### src/rtl/ovfl_pkg.sv
package ovfl_pkg;
  typedef enum logic {FMT_LJ = 1'b0, FMT_I2S = 1'b1} sai_fmt_e;

  localparam int unsigned LAT_LJ  = 1;
  localparam int unsigned LAT_I2S = 2;
  localparam int unsigned DLY_W   = $clog2(LAT_I2S + 1);

  typedef struct packed {
    logic rgt;
    logic lft;
  } ovf_pair_t;
endpackage

### src/rtl/ovfl_hold_timer.sv
module ovfl_hold_timer
  import ovfl_pkg::*;
#(
  parameter int unsigned TMO_BITS = 23,
  parameter int unsigned MCLK_DIV = 1
) (
  input  logic                clk_i,
  input  logic                rst_ni,
  input  ovf_pair_t           hit_i,
  output ovf_pair_t           flag_o,
  output logic [TMO_BITS-1:0] cnt_o,
  output logic                expire_o
);
  ovf_pair_t           flag_q;
  logic [TMO_BITS-1:0] cnt_q;
  logic                any_hit, active, step, expire;

  assign any_hit = hit_i.lft | hit_i.rgt;
  assign active  = flag_q.lft | flag_q.rgt;

  generate
    if (MCLK_DIV <= 1) begin : g_nodiv
      assign step = 1'b1;
    end else begin : g_div
      localparam int unsigned PW = $clog2(MCLK_DIV);
      localparam logic [PW-1:0] PRE_LAST = PW'(MCLK_DIV - 1);
      logic [PW-1:0] pre_q;
      always_ff @(posedge clk_i or negedge rst_ni) begin
        if (!rst_ni)               pre_q <= '0;
        else if (any_hit)          pre_q <= '0;
        else if (active) begin
          if (pre_q == PRE_LAST)   pre_q <= '0;
          else                     pre_q <= pre_q + 1'b1;
        end
      end
      assign step = (pre_q == PRE_LAST);
    end
  endgenerate

  // a fresh hit always wins over expiry
  assign expire = active & step & (&cnt_q) & ~any_hit;

  always_ff @(posedge clk_i or negedge rst_ni) begin
    if (!rst_ni) begin
      flag_q <= '0;
      cnt_q  <= '0;
    end else if (any_hit) begin
      flag_q <= flag_q | hit_i;
      cnt_q  <= '0;
    end else if (expire) begin
      flag_q <= '0;
      cnt_q  <= '0;
    end else if (active && step) begin
      cnt_q  <= cnt_q + 1'b1;
    end
  end

  assign flag_o   = flag_q;
  assign cnt_o    = cnt_q;
  assign expire_o = expire;
endmodule

### src/rtl/ovfl_frame_sync.sv
module ovfl_frame_sync
  import ovfl_pkg::*;
(
  input  logic clk_i,
  input  logic rst_ni,
  input  logic sclk_i,
  input  logic lrck_i,
  input  logic fmt_i,
  output logic upd_o,
  output logic slot_rgt_o
);
  logic             sclk_q1, sclk_q2, lrck_q1, lrck_last;
  logic             tick, lr_chg;
  logic [DLY_W-1:0] dly_q, dly_load;

  always_ff @(posedge clk_i or negedge rst_ni) begin
    if (!rst_ni) begin
      sclk_q1 <= 1'b1;
      sclk_q2 <= 1'b1;
      lrck_q1 <= 1'b0;
    end else begin
      sclk_q1 <= sclk_i;
      sclk_q2 <= sclk_q1;
      lrck_q1 <= lrck_i;
    end
  end

  assign tick     = sclk_q2 & ~sclk_q1;
  assign lr_chg   = lrck_q1 ^ lrck_last;
  assign dly_load = (sai_fmt_e'(fmt_i) == FMT_I2S) ? DLY_W'(LAT_I2S) : DLY_W'(LAT_LJ);

  always_ff @(posedge clk_i or negedge rst_ni) begin
    if (!rst_ni) begin
      lrck_last <= 1'b0;
      dly_q     <= '0;
    end else if (tick) begin
      if (lr_chg) begin
        lrck_last <= lrck_q1;
        dly_q     <= dly_load;
      end else if (dly_q != '0) begin
        dly_q     <= dly_q - 1'b1;
      end
    end
  end

  assign upd_o      = tick & ~lr_chg & (dly_q == DLY_W'(1));
  // left-justified: low half carries right flag; I2S swaps
  assign slot_rgt_o = ~lrck_last ^ (sai_fmt_e'(fmt_i) == FMT_I2S);
endmodule

### src/rtl/ovfl_pin_drv.sv
module ovfl_pin_drv
  import ovfl_pkg::*;
(
  input  logic      clk_i,
  input  logic      rst_ni,
  input  logic      upd_i,
  input  logic      slot_rgt_i,
  input  ovf_pair_t flag_i,
  output logic      pull_o,
  output logic      pin_n_o
);
  logic pull_q;

  always_ff @(posedge clk_i or negedge rst_ni) begin
    if (!rst_ni)    pull_q <= 1'b0;
    else if (upd_i) pull_q <= slot_rgt_i ? flag_i.rgt : flag_i.lft;
  end

  assign pull_o  = pull_q;
  assign pin_n_o = ~pull_q;
endmodule

### src/rtl/ovfl_mux.sv
module ovfl_mux
  import ovfl_pkg::*;
#(
  parameter int unsigned TMO_BITS = 23,
  parameter int unsigned MCLK_DIV = 1
) (
  input  logic clk_i,
  input  logic rst_ni,
  input  logic ovr_l_i,
  input  logic ovr_r_i,
  input  logic sclk_i,
  input  logic lrck_i,
  input  logic fmt_i,
  output logic ovfl_pull_o,
  output logic ovfl_n_o
);
  ovf_pair_t           hit, flag_q;
  logic [TMO_BITS-1:0] tmo_cnt;
  logic                expire, upd, slot_rgt;

  assign hit.lft = ovr_l_i;
  assign hit.rgt = ovr_r_i;

  ovfl_hold_timer #(.TMO_BITS(TMO_BITS), .MCLK_DIV(MCLK_DIV)) u_timer (
    .clk_i    (clk_i),
    .rst_ni   (rst_ni),
    .hit_i    (hit),
    .flag_o   (flag_q),
    .cnt_o    (tmo_cnt),
    .expire_o (expire)
  );

  ovfl_frame_sync u_sync (
    .clk_i      (clk_i),
    .rst_ni     (rst_ni),
    .sclk_i     (sclk_i),
    .lrck_i     (lrck_i),
    .fmt_i      (fmt_i),
    .upd_o      (upd),
    .slot_rgt_o (slot_rgt)
  );

  ovfl_pin_drv u_drv (
    .clk_i      (clk_i),
    .rst_ni     (rst_ni),
    .upd_i      (upd),
    .slot_rgt_i (slot_rgt),
    .flag_i     (flag_q),
    .pull_o     (ovfl_pull_o),
    .pin_n_o    (ovfl_n_o)
  );
endmodule

### config.mk
export PLATFORM = sky130hd
export DESIGN_NAME = ovfl_mux
export DESIGN_NICKNAME = d
export VERILOG_FILES = /design/src/rtl/ovfl_pkg.sv /design/src/rtl/ovfl_hold_timer.sv /design/src/rtl/ovfl_frame_sync.sv /design/src/rtl/ovfl_pin_drv.sv /design/src/rtl/ovfl_mux.sv
export SDC_FILE = /design/constraint.sdc
export NUM_CORES = 1
export LEC_CHECK = 0
export ABC_AREA = 1
export ABC_CLOCK_PERIOD_IN_PS = 1650
export BUFFER_PORTS_ARGS = -buffer_cell sky130_fd_sc_hd__clkbuf_2
export CORE_AREA = 10 10 84 86
export DETAILED_ROUTE_END_ITERATION = 8
export DIE_AREA = 0 0 94 96
export SYNTH_ARGS = -nofsm -noshare
export SYNTH_HDL_FRONTEND = slang
export SYNTH_SLANG_ARGS = --single-unit
export TNS_END_PERCENT = 50
### constraint.sdc
create_clock -name clk_i -period 1.65 [get_ports clk_i]
set_input_delay 0.4125 -clock clk_i [delete_from_list [all_inputs] [get_ports clk_i]]
set_output_delay 0.4125 -clock clk_i [all_outputs]
set_load 0.01 [all_outputs]
# Word level (Yosys, flattened, before mapping)
# Cells that the tools add are included.
[op_classes]
addsub = 2
n_mul = 0
div_mod_pow = 0
order_cmp = 0
eq_ne = 1
shift = 0
mux = 9
bitwise_logic = 15
reduce_logical = 7
[ops]
columns = ["cell", "count"]
rows = [
  ["$mux 23", 3],
  ["$add 23x1->23 const B", 1],
  ["$reduce_and 23->1", 1],
  ["$mux 2", 5],
  ["$reduce_bool 2->1", 3],
  ["$and 1x1->1", 5],
  ["$not 1->1", 5],
  ["$reduce_and 2->1", 2],
  ["$reduce_bool 3->1", 1],
  ["$eq 2x1->1 const B", 1],
  ["$or 1x1->1", 2],
  ["$or 2x2->2", 1],
  ["$sub 2x1->2 const B", 1],
  ["$xor 1x1->1", 2],
  ["$mux 1", 1],
]
[totals]
ff_bits = 32
latchBits = 0
mem_bits_rw = 0
mem_bits_ro = 0
in_bits = 7
wordCells = 43
mem_count = 0

# Logic depth before layout (Yosys ltp)
[depth]
word_depth = 5
mapped_depth = 10

# Hierarchy
# A second synthesis with hierarchy kept.
[unflattened]
cells_unflattened = 257
hier_area_um2 = 1916.8
[modules_own_cells]
columns = ["module", "instances", "cells_each", "area_per_inst_um2"]
rows = [
  ["ovfl_hold_timer", 1, 209, 1546.5],
  ["ovfl_frame_sync", 1, 38, 307.8],
  ["ovfl_pin_drv", 1, 10, 62.6],
]

# Least setup slack after synthesis
# Ideal clock, no wire load.
[synth_path]
path_kind = "register to register"
from = "register u_timer.cnt_q[0], in the netlist u_timer.cnt_o[0]"
to = "register u_timer.cnt_q[11], in the netlist u_timer.cnt_o[11]"
t_arrival_ns = 1.292
required_ns = 1.531
slack_ns = 0.239
path_stages_with_launch = 10
n_path_buf = 1
cell_sequence = "dfrtp_1 ha_1 inv_1 nor2_4 nand2_2 nor2_4 nand2_2 nand2_4 buf_12 nor2_2"
[synth_between]
elab_chain_cells = 5
word_cells_on_any_way = 8
cone_classes = "1 x add/sub; 3 x mux; 2 x bitwise; 2 x reduce/logical"
[synth_lines]
columns = ["element", "line", "source"]
rows = [
  ["start, declared", "ovfl_hold_timer.sv:15", "logic [TMO_BITS-1:0] cnt_q;"],
  ["start signal, assigned", "ovfl_hold_timer.sv:54", "cnt_q <= cnt_q + 1'b1;"],
  ["parallel branches: the longest is 5 deep, another holds $add 23x1->23", "--", ""],
]
# Parallel ways; which one is timed is not known. The select of a mux whose other input is x is not followed.
# A chain may end at the register's enable or synchronous reset.

# Worst setup path in the final report
[layout_path]
from = "register u_timer.cnt_q[0], in the netlist u_timer.cnt_o[0]"
to = "register u_timer.cnt_q[14], in the netlist u_timer.cnt_o[14]"
# The elaborated chain is that of the path after synthesis.

==> impl_results.md <==
- Outcome: finished clean
- ANT nets after route: 0
- H-Tree Depth: 2
- Post-synthesis sequential element count: 32
- Register area share after synthesis: 43.0%
- Total design power: 0.00167 W
- Via count: 1489
- Peak supply drop: 0.358 mV
- Kind of critical path: flip-flop to flip-flop
- Fmax: 656 MHz
- Starting Density: 34.5%
- Multi-input logic area: 937 µm²
- Max Cap Viol: 0
- CTS tree: built
- Clock latency on the worst-skew pair: 0.29 ns
- Final Util: 39.9%
- R2r endpoint: u_timer.cnt_o[14]$_DFFE_PN0P_
- R2R depth: 9
- CP Launch Type: flip-flop
- Crit path DAT: 1.71 ns
- Initial antenna violation count: 0
- WP data required: 1.83 ns
- Internal: 0.00124 W
- Sequential Power Share: 50.9%
- Critical path's slowest cell: dfrtp_1
- Pins Over Slew Limit: 0
- CP max stage delay: 0.37 ns
- Reg clk slew, reported paths: 0.07 ns
- Via density: 4.46
- Worst r2r src: u_timer.cnt_o[0]$_DFFE_PN0P_
- Initial DRC count: 56
- Mean post-synth cell area: 7.78 µm²
- Number of clock sinks: 32
- Worst path cell trace: ha_2 > inv_1 > nor2_4 > nand2_2 > nor2_4 > nand2_2 > nand2_8 > buf_4 > nor2_2
- Cell variety after synth: 26
- First drt pass iteration count: 4
- Post-synth top area cell: dfrtp_1
- Die footprint: 0.00902 mm²
- Routed WL: 3720 µm
- Worst-Margin Slew: 0.449 ns
- Core footprint: 0.00541 mm²
- Reg2reg setup slack: 0.12 ns
- Synth Net Count: 250
- Synth top area cells: dfrtp_1, nand2_1, nor2_2
- YS warnings: 0
- Post-synth top area share: 40.2%
- Family with the most delay on the worst path: simple AND/OR/NAND/NOR gates
- Global-route wire length before repair: 6450 µm
- Dpl hpwl: 2880 µm
- Layout cells sized above 1: 25.6%
- Vias in the first global route: 1405
- Final hold violation count: 0
- Placer congestion estimate: 0.907
- Final period utilization: 92.4%
- Ant diodes: 0
- CTS Buf Count: 5
- DRC viols: 0
- Largest net degree at the start of global routing: 18
- Clk root buf: clkbuf_8
- Total track usage: 8.98%
- IO buf count: 8
- Period minus WS final: 1.53 ns
- Clock share of power: 37.0%
- Switching share of power: 25.9%
- # setup viols final: 0
- Longest Clk Path Bufs: 2
- Grt total ovfl: 0
- Layout area overhead: 15.5%
- Die width: 94 µm
- Hold WC Path Type: primary input to async pin
- Slew HR: 70.1%
- Leakage: 0.889 nW
- Filler cells: 567
- Sequential Area: 803 µm²
- CP Capture Type: flip-flop
- Mapped Area: 0.00187 mm²
- Worst setup path startpoint: u_timer.cnt_o[0]$_DFFE_PN0P_
- CP Buf/Inv Count: 2
- Final Skew: 0.00641 ns
- Hold buffer count at CTS: 0
- Rows: 27
- Switching power of the nets: 0.000434 W
- Die H: 96 µm
- Final #Nets: 271
- Max FO, Critical Path: 8
- Stages on the worst setup path: 9
- Gate power share: 12.2%
- I/O pins: 9
- Power Density: 776 mW/mm²
- WL per Instance: 11.1 µm
- Synthesized instance count: 240
## power by group through the flow
stage               registers (W)  clock network (W)  logic [W]
finish                   0.000851           0.000619   0.000204
global route             0.000855           0.000675   0.000239
CTS                      0.000851           0.000646   0.000201
detailed placement       0.000863                  0   0.000201
global placement         0.000864                  0   0.000196
floorplan                0.000867                  0   0.000113
## flip-flops by register name, summed over array words and instances (netlist names)
register / count
u_sync.lrck_last: 1
u_timer.cnt_o: 23
u_drv.pull_o: 1
u_sync.lrck_q1: 1
u_sync.dly_q: 2
u_sync.sclk_q1: 1
u_sync.sclk_q2: 1
u_timer.flag_o: 2
## cells in the mapped netlist (all sizes together)
cell	instances
nand2	75
dfstp	2
nand3b	2
a21oi	9
buf	2
nand3	13
xor2	3
dfrtp	30
nor3b	1
xnor2	4
ha	3
nand4	2
nor3	8
nor2	47
inv	29
o21ai	10
## cell families (layout without fill, tap and decap cells)
family | count (synthesis) | in the layout | share of synthesized area, %
buf+inv | 31 | 53 | 7.51
flops | 32 | 32 | 43.0
compound gates | 19 | 19 | 5.29
xor+xnor | 7 | 7 | 3.28
simple gates | 148 | 148 | 38.9
fa+ha+maj | 3 | 3 | 2.01
## layout by cell type (no fill, tap or decap), types with 3 or more instances in the layout
master and n:
nor2_4 6, xnor2_1 4, nor2_1 22, nand3_1 12
nand2_1 66, buf_4 6, inv_1 26, inv_2 3
xor2_1 3, nor3_1 7, clkbuf_2 8, clkbuf_8 6
nor2_2 19, a21oi_1 8, o21ai_0 9, nand2_2 8
dfrtp_1 30
## layout make-up
cell class                      count  area share [%]
Timing Repair Buffer               16            5.80
Clock inverter                      2           0.464
Sequential cell                    32            37.2
Multi-Input combinational cell    177            43.4
Tap cell                           72            4.18
Clock buffer                        6            3.83
Inverter                           29            5.05
## what timing repair did
item                                    in CTS  in global routing
endpoints found under the setup margin       0                 19
resized for setup                            0                  3
hold endpoints to repair                     0                  0
setup buffers                                0                  4
## worst reg2reg max path: cells and delay by family, from the launching register on
kind	cells	cell delay (ns)
adders and majority gates	1	0.20
buffers and inverters	2	0.23
DFF	1	0.37
and+or+nand+nor	6	0.63
## layer usage
metal | wire, µm | part of all wire (%) | vias to the layer above | GRT usage (%)
met5 | 0 | 0 | - | 0
met4 | 110 | 3.0 | 0 | 4.81
met3 | 138 | 3.7 | 8 | 2.41
met2 | 1570 | 42 | 19 | 13.5
met1 | 1890 | 51 | 671 | 11.5
li1 | - | - | 791 | -
## how the worst max path moves through the flow
stage,to,slack [ns]
after CTS,u_timer.cnt_o[13]$_DFFE_PN0P_,0.01
after detailed placement,u_timer.cnt_o[13]$_DFFE_PN0P_,0.03
after global placement,u_timer.cnt_o[2]$_DFFE_PN0P_,0.10
final,u_timer.cnt_o[14]$_DFFE_PN0P_,0.12
after floorplan,u_timer.cnt_o[11]$_DFFE_PN0P_,0.24
after global routing,u_timer.cnt_o[13]$_DFFE_PN0P_,-0.006
## stage by stage
step           hold slack, ns  setup WS, ns  std cells  TNS (ns)  instance area [µm²]
2_1_floorplan           0.117         0.239        240         0                 1870
3_3_place_gp            0.359         0.104        322         0                 2020
3_5_place_dp            0.358        0.0305        322         0                 2020
4_1_cts                0.0621        0.0146        330         0                 2110
5_1_grt                0.0778      -0.00586        334   -0.0105                 2160
6_report               0.0571         0.125        334         0                 2160
Note: power is estimated with default switching activity, not from simulation.
